## config.mk

```make
export PLATFORM = sky130hd
export DESIGN_NAME = vroute_xbar
export DESIGN_NICKNAME = d
export VERILOG_FILES = /design/src/rtl/vroute_pkg.sv /design/src/rtl/vroute_cfg.sv /design/src/rtl/vroute_path.sv /design/src/rtl/vroute_xbar.sv
export SDC_FILE = /design/constraint.sdc
export NUM_CORES = 1
export LEC_CHECK = 0
export BUFFER_PORTS_ARGS = -buffer_cell sky130_fd_sc_hd__buf_2
export CAP_MARGIN = 20
export CORE_ASPECT_RATIO = 1.1
export CORE_MARGIN = 8
export CORE_UTILIZATION = 36
export CTS_CLUSTER_SIZE = 25
export DETAILED_ROUTE_END_ITERATION = 6
export PLACE_DENSITY_LB_ADDON = 0.25
export SLEW_MARGIN = 25
export SYNTH_ARGS = -nofsm -noshare
export SYNTH_HDL_FRONTEND = slang
export SYNTH_SLANG_ARGS = --single-unit
```

## constraint.sdc

```tcl
create_clock -name clk -period 2.1 [get_ports clk]
set_input_delay 0.105 -clock clk [delete_from_list [all_inputs] [get_ports clk]]
set_output_delay 0.105 -clock clk [all_outputs]
set_load 0.02 [all_outputs]
```

## src/rtl/vroute_pkg.sv

```systemverilog
// Shared constants, types and the source-decode function of the
// phase voltage routing crossbar.
// Assumes exactly three phases and two-bit select codes.
package vroute_pkg;
    localparam int NUM_PH = 3;
    localparam int SEL_W  = 2;

    typedef logic [SEL_W-1:0] sel_t;

    // Source phase for a path: code 11 means own phase; otherwise the
    // code rotates forward from the path's own index.
    function automatic logic [1:0] src_of(input int path, input sel_t code);
        int s;
        if (code == 2'b11) s = path;
        else               s = (path + int'(code)) % NUM_PH;
        return 2'(s);
    endfunction
endpackage

```

## src/rtl/vroute_cfg.sv

```systemverilog
// Configuration register of the crossbar: holds one select code per
// path, loaded from fixed bit positions of the written word.
// Assumes the field block starts at SEL_LSB and fits inside CFG_W.
module vroute_cfg
    import vroute_pkg::*;
#(
    parameter int CFG_W   = 16,
    parameter int SEL_LSB = 8
) (
    input  logic                         clk,
    input  logic                         rst_n,
    input  logic                         wr_en,
    input  logic [CFG_W-1:0]             wdata,
    output logic [NUM_PH-1:0][SEL_W-1:0] sel
);
    localparam int SEL_MSB = SEL_LSB + NUM_PH*SEL_W - 1;

    logic [NUM_PH-1:0][SEL_W-1:0] sel_q;
    logic unused_cfg_bits;

    // Bits outside the select block are deliberately dropped.
    assign unused_cfg_bits = ^{wdata[CFG_W-1:SEL_MSB+1], wdata[SEL_LSB-1:0]};

    // Holds the select codes; clears to own-phase routing on reset.
    always_ff @(posedge clk) begin
        if (!rst_n)     sel_q <= '0;
        else if (wr_en) sel_q <= wdata[SEL_MSB:SEL_LSB];
    end

    assign sel = sel_q;


    sel_reset_chk: assert property (@(posedge clk) !rst_n |=> (sel_q == '0));

    sel_load_chk: assert property (@(posedge clk) disable iff (!rst_n)
        wr_en |=> (sel_q == $past(wdata[SEL_MSB:SEL_LSB])));
endmodule

```

## src/rtl/vroute_path.sv

```systemverilog
// One computation-path output stage: picks the voltage named by its
// select code and registers it with the path's own current. Loads only
// on valid samples and holds otherwise.
// Assumes the select code is stable during the cycle it is used.
module vroute_path
    import vroute_pkg::*;
#(
    parameter int DATA_W   = 24,
    parameter int PATH_IDX = 0
) (
    input  logic                          clk,
    input  logic                          rst_n,
    input  logic                          in_valid,
    input  sel_t                          sel,
    input  logic [NUM_PH-1:0][DATA_W-1:0] v_all,
    input  logic [DATA_W-1:0]             i_own,
    output logic [DATA_W-1:0]             v_q,
    output logic [DATA_W-1:0]             i_q
);
    logic [1:0]        src;
    logic [DATA_W-1:0] v_pick;

    // Decodes the rotated code into a source phase index.
    always_comb src = src_of(PATH_IDX, sel);

    // Selects the source voltage from the three phases.
    always_comb begin
        v_pick = v_all[0];
        for (int k = 0; k < NUM_PH; k++)
            if (src == 2'(k)) v_pick = v_all[k];
    end

    // Registers the routed pair on each valid sample.
    always_ff @(posedge clk) begin
        if (!rst_n) begin
            v_q <= '0;
            i_q <= '0;
        end else if (in_valid) begin
            v_q <= v_pick;
            i_q <= i_own;
        end
    end


    reserved_code_chk: assert property (@(posedge clk) disable iff (!rst_n)
        (in_valid && sel == 2'b11) |=> (v_q == $past(v_all[PATH_IDX])));

    own_current_chk: assert property (@(posedge clk) disable iff (!rst_n)
        in_valid |=> (i_q == $past(i_own)));

    hold_chk: assert property (@(posedge clk) disable iff (!rst_n)
        !in_valid |=> ($stable(v_q) && $stable(i_q)));
endmodule

```

## src/rtl/vroute_xbar.sv

```systemverilog
// Phase voltage routing crossbar top: a configuration register plus
// one output stage per computation path, with a delayed valid.
// Assumes all six input samples share the in_valid strobe.
module vroute_xbar
    import vroute_pkg::*;
#(
    parameter int DATA_W  = 24,
    parameter int CFG_W   = 16,
    parameter int SEL_LSB = 8
) (
    input  logic              clk,
    input  logic              rst_n,
    input  logic              cfg_wr_en,
    input  logic [CFG_W-1:0]  cfg_wdata,
    input  logic              in_valid,
    input  logic [DATA_W-1:0] v_a_in,
    input  logic [DATA_W-1:0] v_b_in,
    input  logic [DATA_W-1:0] v_c_in,
    input  logic [DATA_W-1:0] i_a_in,
    input  logic [DATA_W-1:0] i_b_in,
    input  logic [DATA_W-1:0] i_c_in,
    output logic              out_valid,
    output logic [DATA_W-1:0] path_a_v,
    output logic [DATA_W-1:0] path_a_i,
    output logic [DATA_W-1:0] path_b_v,
    output logic [DATA_W-1:0] path_b_i,
    output logic [DATA_W-1:0] path_c_v,
    output logic [DATA_W-1:0] path_c_i
);
    logic [NUM_PH-1:0][SEL_W-1:0]  sel;
    logic [NUM_PH-1:0][DATA_W-1:0] v_all, i_all, v_out, i_out;
    logic                          valid_q;

    assign v_all = {v_c_in, v_b_in, v_a_in};
    assign i_all = {i_c_in, i_b_in, i_a_in};

    vroute_cfg #(.CFG_W(CFG_W), .SEL_LSB(SEL_LSB)) cfg_i (
        .clk(clk), .rst_n(rst_n), .wr_en(cfg_wr_en), .wdata(cfg_wdata), .sel(sel)
    );

    for (genvar p = 0; p < NUM_PH; p++) begin : g_path
        vroute_path #(.DATA_W(DATA_W), .PATH_IDX(p)) path_i (
            .clk(clk), .rst_n(rst_n), .in_valid(in_valid), .sel(sel[p]),
            .v_all(v_all), .i_own(i_all[p]), .v_q(v_out[p]), .i_q(i_out[p])
        );
    end

    // Delays the sample strobe to match the registered data.
    always_ff @(posedge clk) begin
        if (!rst_n) valid_q <= 1'b0;
        else        valid_q <= in_valid;
    end

    assign out_valid = valid_q;
    assign path_a_v  = v_out[0];
    assign path_a_i  = i_out[0];
    assign path_b_v  = v_out[1];
    assign path_b_i  = i_out[1];
    assign path_c_v  = v_out[2];
    assign path_c_i  = i_out[2];


    valid_lat_chk: assert property (@(posedge clk) disable iff (!rst_n)
        out_valid == $past(in_valid));

    reset_out_chk: assert property (@(posedge clk)
        !rst_n |=> (!out_valid && path_a_v == '0 && path_b_i == '0 && path_c_v == '0));
endmodule

```

* Word level (Yosys, flattened, before mapping)
Index checks and enable logic that the tools add are counted.
** Cells by class
- $add $sub $neg :: 2
- Divide/modulo/power cells :: 3
- Equality and inequality tests :: 9
- Mux-type cells :: 9
** Operator list (number)
- 2-to-1 mux 24 bit :: 6
- modulo 32 x 3 -> 32 bit (second input constant) :: 2
- modulo 3 x 3 -> 32 bit (second input constant) :: 1
- == test 2 bit (second input constant) :: 6
- == test 2 x 1 -> 1 bit (second input constant) :: 3
- 2-to-1 mux 2 bit :: 3
- adder 1 x 2 -> 3 bit (first input constant) :: 1
- adder 2 x 2 -> 3 bit (first input constant) :: 1
** Word-level totals
- Register bits :: 151
- Input port bits :: 164
- Output and inout port bits :: 145
- Word-level logic and storage cells :: 33

* Depth between registers and ports, before layout
- Depth in word-level cells :: 6
- Depth in mapped cells :: 6

* By module
A second synthesis with hierarchy kept.
** Unflattened totals
- Cells, all modules :: 670
- Area total of the unflattened synthesis :: 7503.4 um^2
** By module, submodules not included
- vroute_path at g_path[1].path_i ... :: instances 2, cells each 217, area an instance 2418.6 um^2, sequential area each 960.9 um^2
- vroute_path at g_path[0].path_i :: instances 1, cells each 215, area an instance 2411.1 um^2, sequential area each 960.9 um^2
- vroute_cfg :: instances 1, cells each 19, area an instance 229.0 um^2, sequential area each 120.1 um^2
- vroute_xbar :: instances 1, cells each 2, area an instance 26.3 um^2, sequential area each 20.0 um^2

* Worst setup path before layout
OpenSTA, ideal clock, no wires.
- Kind :: reg2reg
- From :: reg cfg_i.sel_q, in the netlist cfg_i.sel[3]
- To :: reg g_path[1].path_i.v_q[14]
- Library setup time :: 130 ps
- Arrival time :: 1266 ps
- Data required time :: 1970 ps
- Slack :: 704 ps
- Cell stages (with the launch flop) :: 7
- Path buffers :: 2
- Clock period less this slack :: 1396 ps
- Path through :: dfxtp_1 inv_1 ha_1 buf_2 buf_2 a211oi_1 o31ai_1
** Between the ends
- Word-level cells in the longest chain between the ends :: 6
- Elaborated cells between the ends (all ways) :: 8
** RTL lines
- start, declared :: line vroute_cfg.sv:18 : logic [NUM_PH-1:0][SEL_W-1:0] sel_q;
- start signal, assigned :: line vroute_cfg.sv:27 : else if (wr_en) sel_q <= wdata[SEL_MSB:SEL_LSB];
- adder 1 x 2 -> 3 bit :: line vroute_pkg.sv:15 : else s = (path + int'(code)) % NUM_PH;
- modulo 32 x 3 -> 32 bit :: line vroute_pkg.sv:15
- 2-to-1 mux 2 bit * :: line vroute_pkg.sv:14 : if (code == 2'b11) s = path;
- == test 2 x 1 -> 1 bit :: line vroute_path.sv:30 : if (src == 2'(k)) v_pick = v_all[k];
- 2-to-1 mux 24 bit :: line vroute_path.sv:30
- 2-to-1 mux 24 bit * :: line vroute_path.sv:30
- end signal, assigned :: line vroute_path.sv:39 : v_q <= v_pick;
- end, declared :: line vroute_path.sv:17 : output logic [DATA_W-1:0] v_q,
Mark *: on every way between the ends. The rest lies on a longest branch, timed or not.
A chain may end at the register's enable or synchronous reset.

* Final worst setup path
- From :: reg cfg_i.sel_q, in the netlist cfg_i.sel[4]
- To :: reg g_path[2].path_i.v_q[9]
** Between the ends
- Word-level cells in the longest chain between the ends :: 6
- Elaborated cells between the ends (all ways) :: 8
** RTL lines (line)
- adder 2 x 2 -> 3 bit :: vroute_pkg.sv:15
- modulo 32 x 3 -> 32 bit :: vroute_pkg.sv:15
- 2-to-1 mux 2 bit * :: vroute_pkg.sv:14
- == test 2 x 1 -> 1 bit :: vroute_path.sv:30
- 2-to-1 mux 24 bit :: vroute_path.sv:30
- 2-to-1 mux 24 bit * :: vroute_path.sv:30
- end signal, assigned :: vroute_path.sv:39
- end, declared :: vroute_path.sv:17
Marks and branches as above.

==> results.py <==
metrics = {
    "status": {
        "status": "finished clean",
    },
    "synth": {
        "synth_warnings": 0,
        "synth.area.top_cells": "dfxtp_1 (42%), mux2i_1 (17%), nor2b_1 (15%), nand3b_1 (7.4%), a211oi_1 (5.0%)",
        "yosysSeqAreaShare": 0.417,
        "syn_nets": 886,
        "synth_cells": 720,
        "synthFlopType": "dfxtp_1",
        "async_flop_share": 0,
        "synth.largest_area_cell": "dfxtp_1",
        "yosysMostFrequentCell": "nor2b_1",
        "synthDistinctLibCells": 16,
        "synth-edff-count": 0,
        "ys_ff_latch": 151,
        "synth_area_um2": 7260,
        "yosys-top-cells-count": "nor2b_1 (174), dfxtp_1 (151), mux2i_1 (126)",
        "avgSynthCellArea_um2": 10.1,
        "yosysTopAreaCellShare": 0.417,
    },
    "layout": {
        "area_growth_pct": 43.0,
        "regArea_um2": 3020,
        "drive_above_1_share": 0.323,
        "fillers": 1842,
        "final_cell_area_um2": 10400,
        "multi_input_area_um2": 3880,
        "fin_util": 0.524,
        "num-nets-final": 1229,
    },
    "critical_path": {
        "end_kind": "flip-flop",
        "required_ps": 2380,
        "critPathLaunch": "cfg_i.sel[4]",
        "cp_max_fo": 34,
        "setup.worst_path.start_class": "flip-flop",
        "r2r_start": "cfg_i.sel[4]",
        "arrival_ps": 1880,
        "worstSetupPathType": "flip-flop to flip-flop",
    },
    "flow_run": {
        "max-cap-violations": 0,
    },
    "timing": {
        "fin_ws_ps": 499,
        "whs_ps": 18.0,
        "fmax_mhz": 625,
        "slew_headroom": 0.573,
        "fin_crit_ps": 1600,
        "maxSlewViolCount": 0,
        "rsz0062_at_grt": "no",
        "fin_setup_tns_ps": 0,
        "hold_viol_final": 0,
        "finalClockSkew_ps": 10.8,
        "worst_pin_slew_ps": 640,
        "period_share": 0.762,
        "setup_viol": 0,
    },
    "drt": {
        "drt-pass1-iter-count": 4,
        "wl_mm": 24.5,
        "via_count": 6665,
        "detail-route-antenna-nets": 0,
        "drt_iter0_markers": 317,
        "wl_per_cell_um": 18.4,
        "vias_per_cell": 5.01,
        "drc": 0,
    },
    "clocking": {
        "numCtsBuffers": 17,
        "insertion_delay_ps": 420,
        "cts_buffer_depth": 2,
        "htreeDepth": 4,
        "cts_tree": "built",
        "postCtsSetupBuffers": 0,
        "clock-sinks": 151,
        "cts_root_buffer": "clkbuf_16",
        "clk_pin_slew_ps": 70,
    },
    "floorplanning": {
        "dieArea_um2": 25000,
        "start_util": 0.367,
        "fp.dieW_um": 151,
        "core_um2": 19800,
        "die_height_um": 165,
        "rows": 54,
        "io_pins": 309,
    },
    "global_route": {
        "grt_usage": 0.189,
        "grt_pass1_wl_mm": 37.3,
        "grt_pass1_vias": 6823,
        "antenna_found_initial": 3,
        "grt_overflow": 0,
        "grt_max_degree": 151,
    },
    "placement": {
        "portBuffers": 298,
        "gp_congestion": 0.742,
        "dpl_cell_area_um2": 8920,
        "dp_hpwl_mm": 15.9,
        "pre_cts_slack_ps": 499,
    },
    "pwr": {
        "vdd_drop_max_mv": 0.519,
        "power.density_nw_per_um2": 780,
        "power.leakage_nw": 4.63,
    },
    "hold_path": {
        "hp-start": "v_c_in[12]",
        "hold_class": "primary input to flip-flop",
    },
}
==> power by group <==
part / switching [mW] / total, mW / internal [mW]
clock: 1.37 / 3.30 / 1.93
combinational: 0.889 / 1.61 / 0.723
sequential: 0.116 / 3.19 / 3.07
total: 2.38 / 8.10 / 5.72
==> cell type report <==
type | instances | area share
clock buffers | 17 | 0.0410
well taps | 252 | 0.0304
repair buffers | 393 | 0.243
flip-flops and latches | 151 | 0.291
clock inverters | 15 | 0.0194
multi-input cells | 497 | 0.374
inverters | 3 | 0.00109
diodes | 2 | 0.000482
==> routing by layer <==
layer	track usage	up-vias	routed length [um]
met5	0	-	13
met2	0.314	216	11900
met1	0.225	3126	10200
met4	0.0644	2	464
met3	0.0611	29	1990
li1	-	3292	-
==> sequential cells by signal, indices dropped and copies added, names as in the netlist <==
signal,cells
out_valid,1
cfg_i.sel,6
g_path.path_i.i_q,72
g_path.path_i.v_q,72
==> worst max-delay path, stage by stage (launching register included) <==
cell	delay (ps)
dfxtp_1	320
inv_1	60
ha_2	410
buf_12	250
nor2b_1	70
a211oi_1	230
o31ai_1	100
==> stage by stage <==
| stage | power, mW | std cells |
|---|---|---|
| floorplan | 4.16 | 720 |
| global placement | 4.73 | 1214 |
| detailed placement | 4.75 | 1214 |
| CTS | 8.19 | 1328 |
| global route | 8.45 | 1330 |
| finish | 8.10 | 1330 |
==> logic make-up after synthesis <==
kind of cell	count (synthesis)	share of synthesized area
AND/OR/NAND/NOR	249	0.228
AO/OA/AOI/OAI	120	0.128
adder cells (fa/ha/maj)	2	0.00345
flip-flops	151	0.417
buffers and inverters	72	0.0497
multiplexers	126	0.174
==> placed cells by master (no fill, tap or decap), drive strengths merged <==
cell,synthesis,layout
dfxtp,151,151
bufinv,0,3
buf,40,311
o31ai,48,48
o221ai,24,24
diode,0,2
clkinvlp,0,1
nor2b,174,174
clkinv,0,1
mux2i,126,126
a211oi,48,48
inv,3,13
ha,2,2
dlygate4sd3,0,82
clkbuf,29,17
nand3b,73,73
nand3,1,1
nand2,1,1
==> path summary, 6_finish.rpt <==
check                                                 to  slack [ps]  depth (start not counted)
worst min register to register  g_path[1].path_i.v_q[13]         480                          2
worst max register to register   g_path[2].path_i.v_q[9]         500                          6
worst min-delay path            g_path[1].path_i.v_q[12]          20                          3
worst max-delay path             g_path[2].path_i.v_q[9]         500                          6
==> repair_timing <==
action,in CTS,in global routing
hold buffers,82,0
endpoints found under the hold margin,82,0
gates resized for setup,0,0
Note: power is estimated with default switching activity, not from simulation.
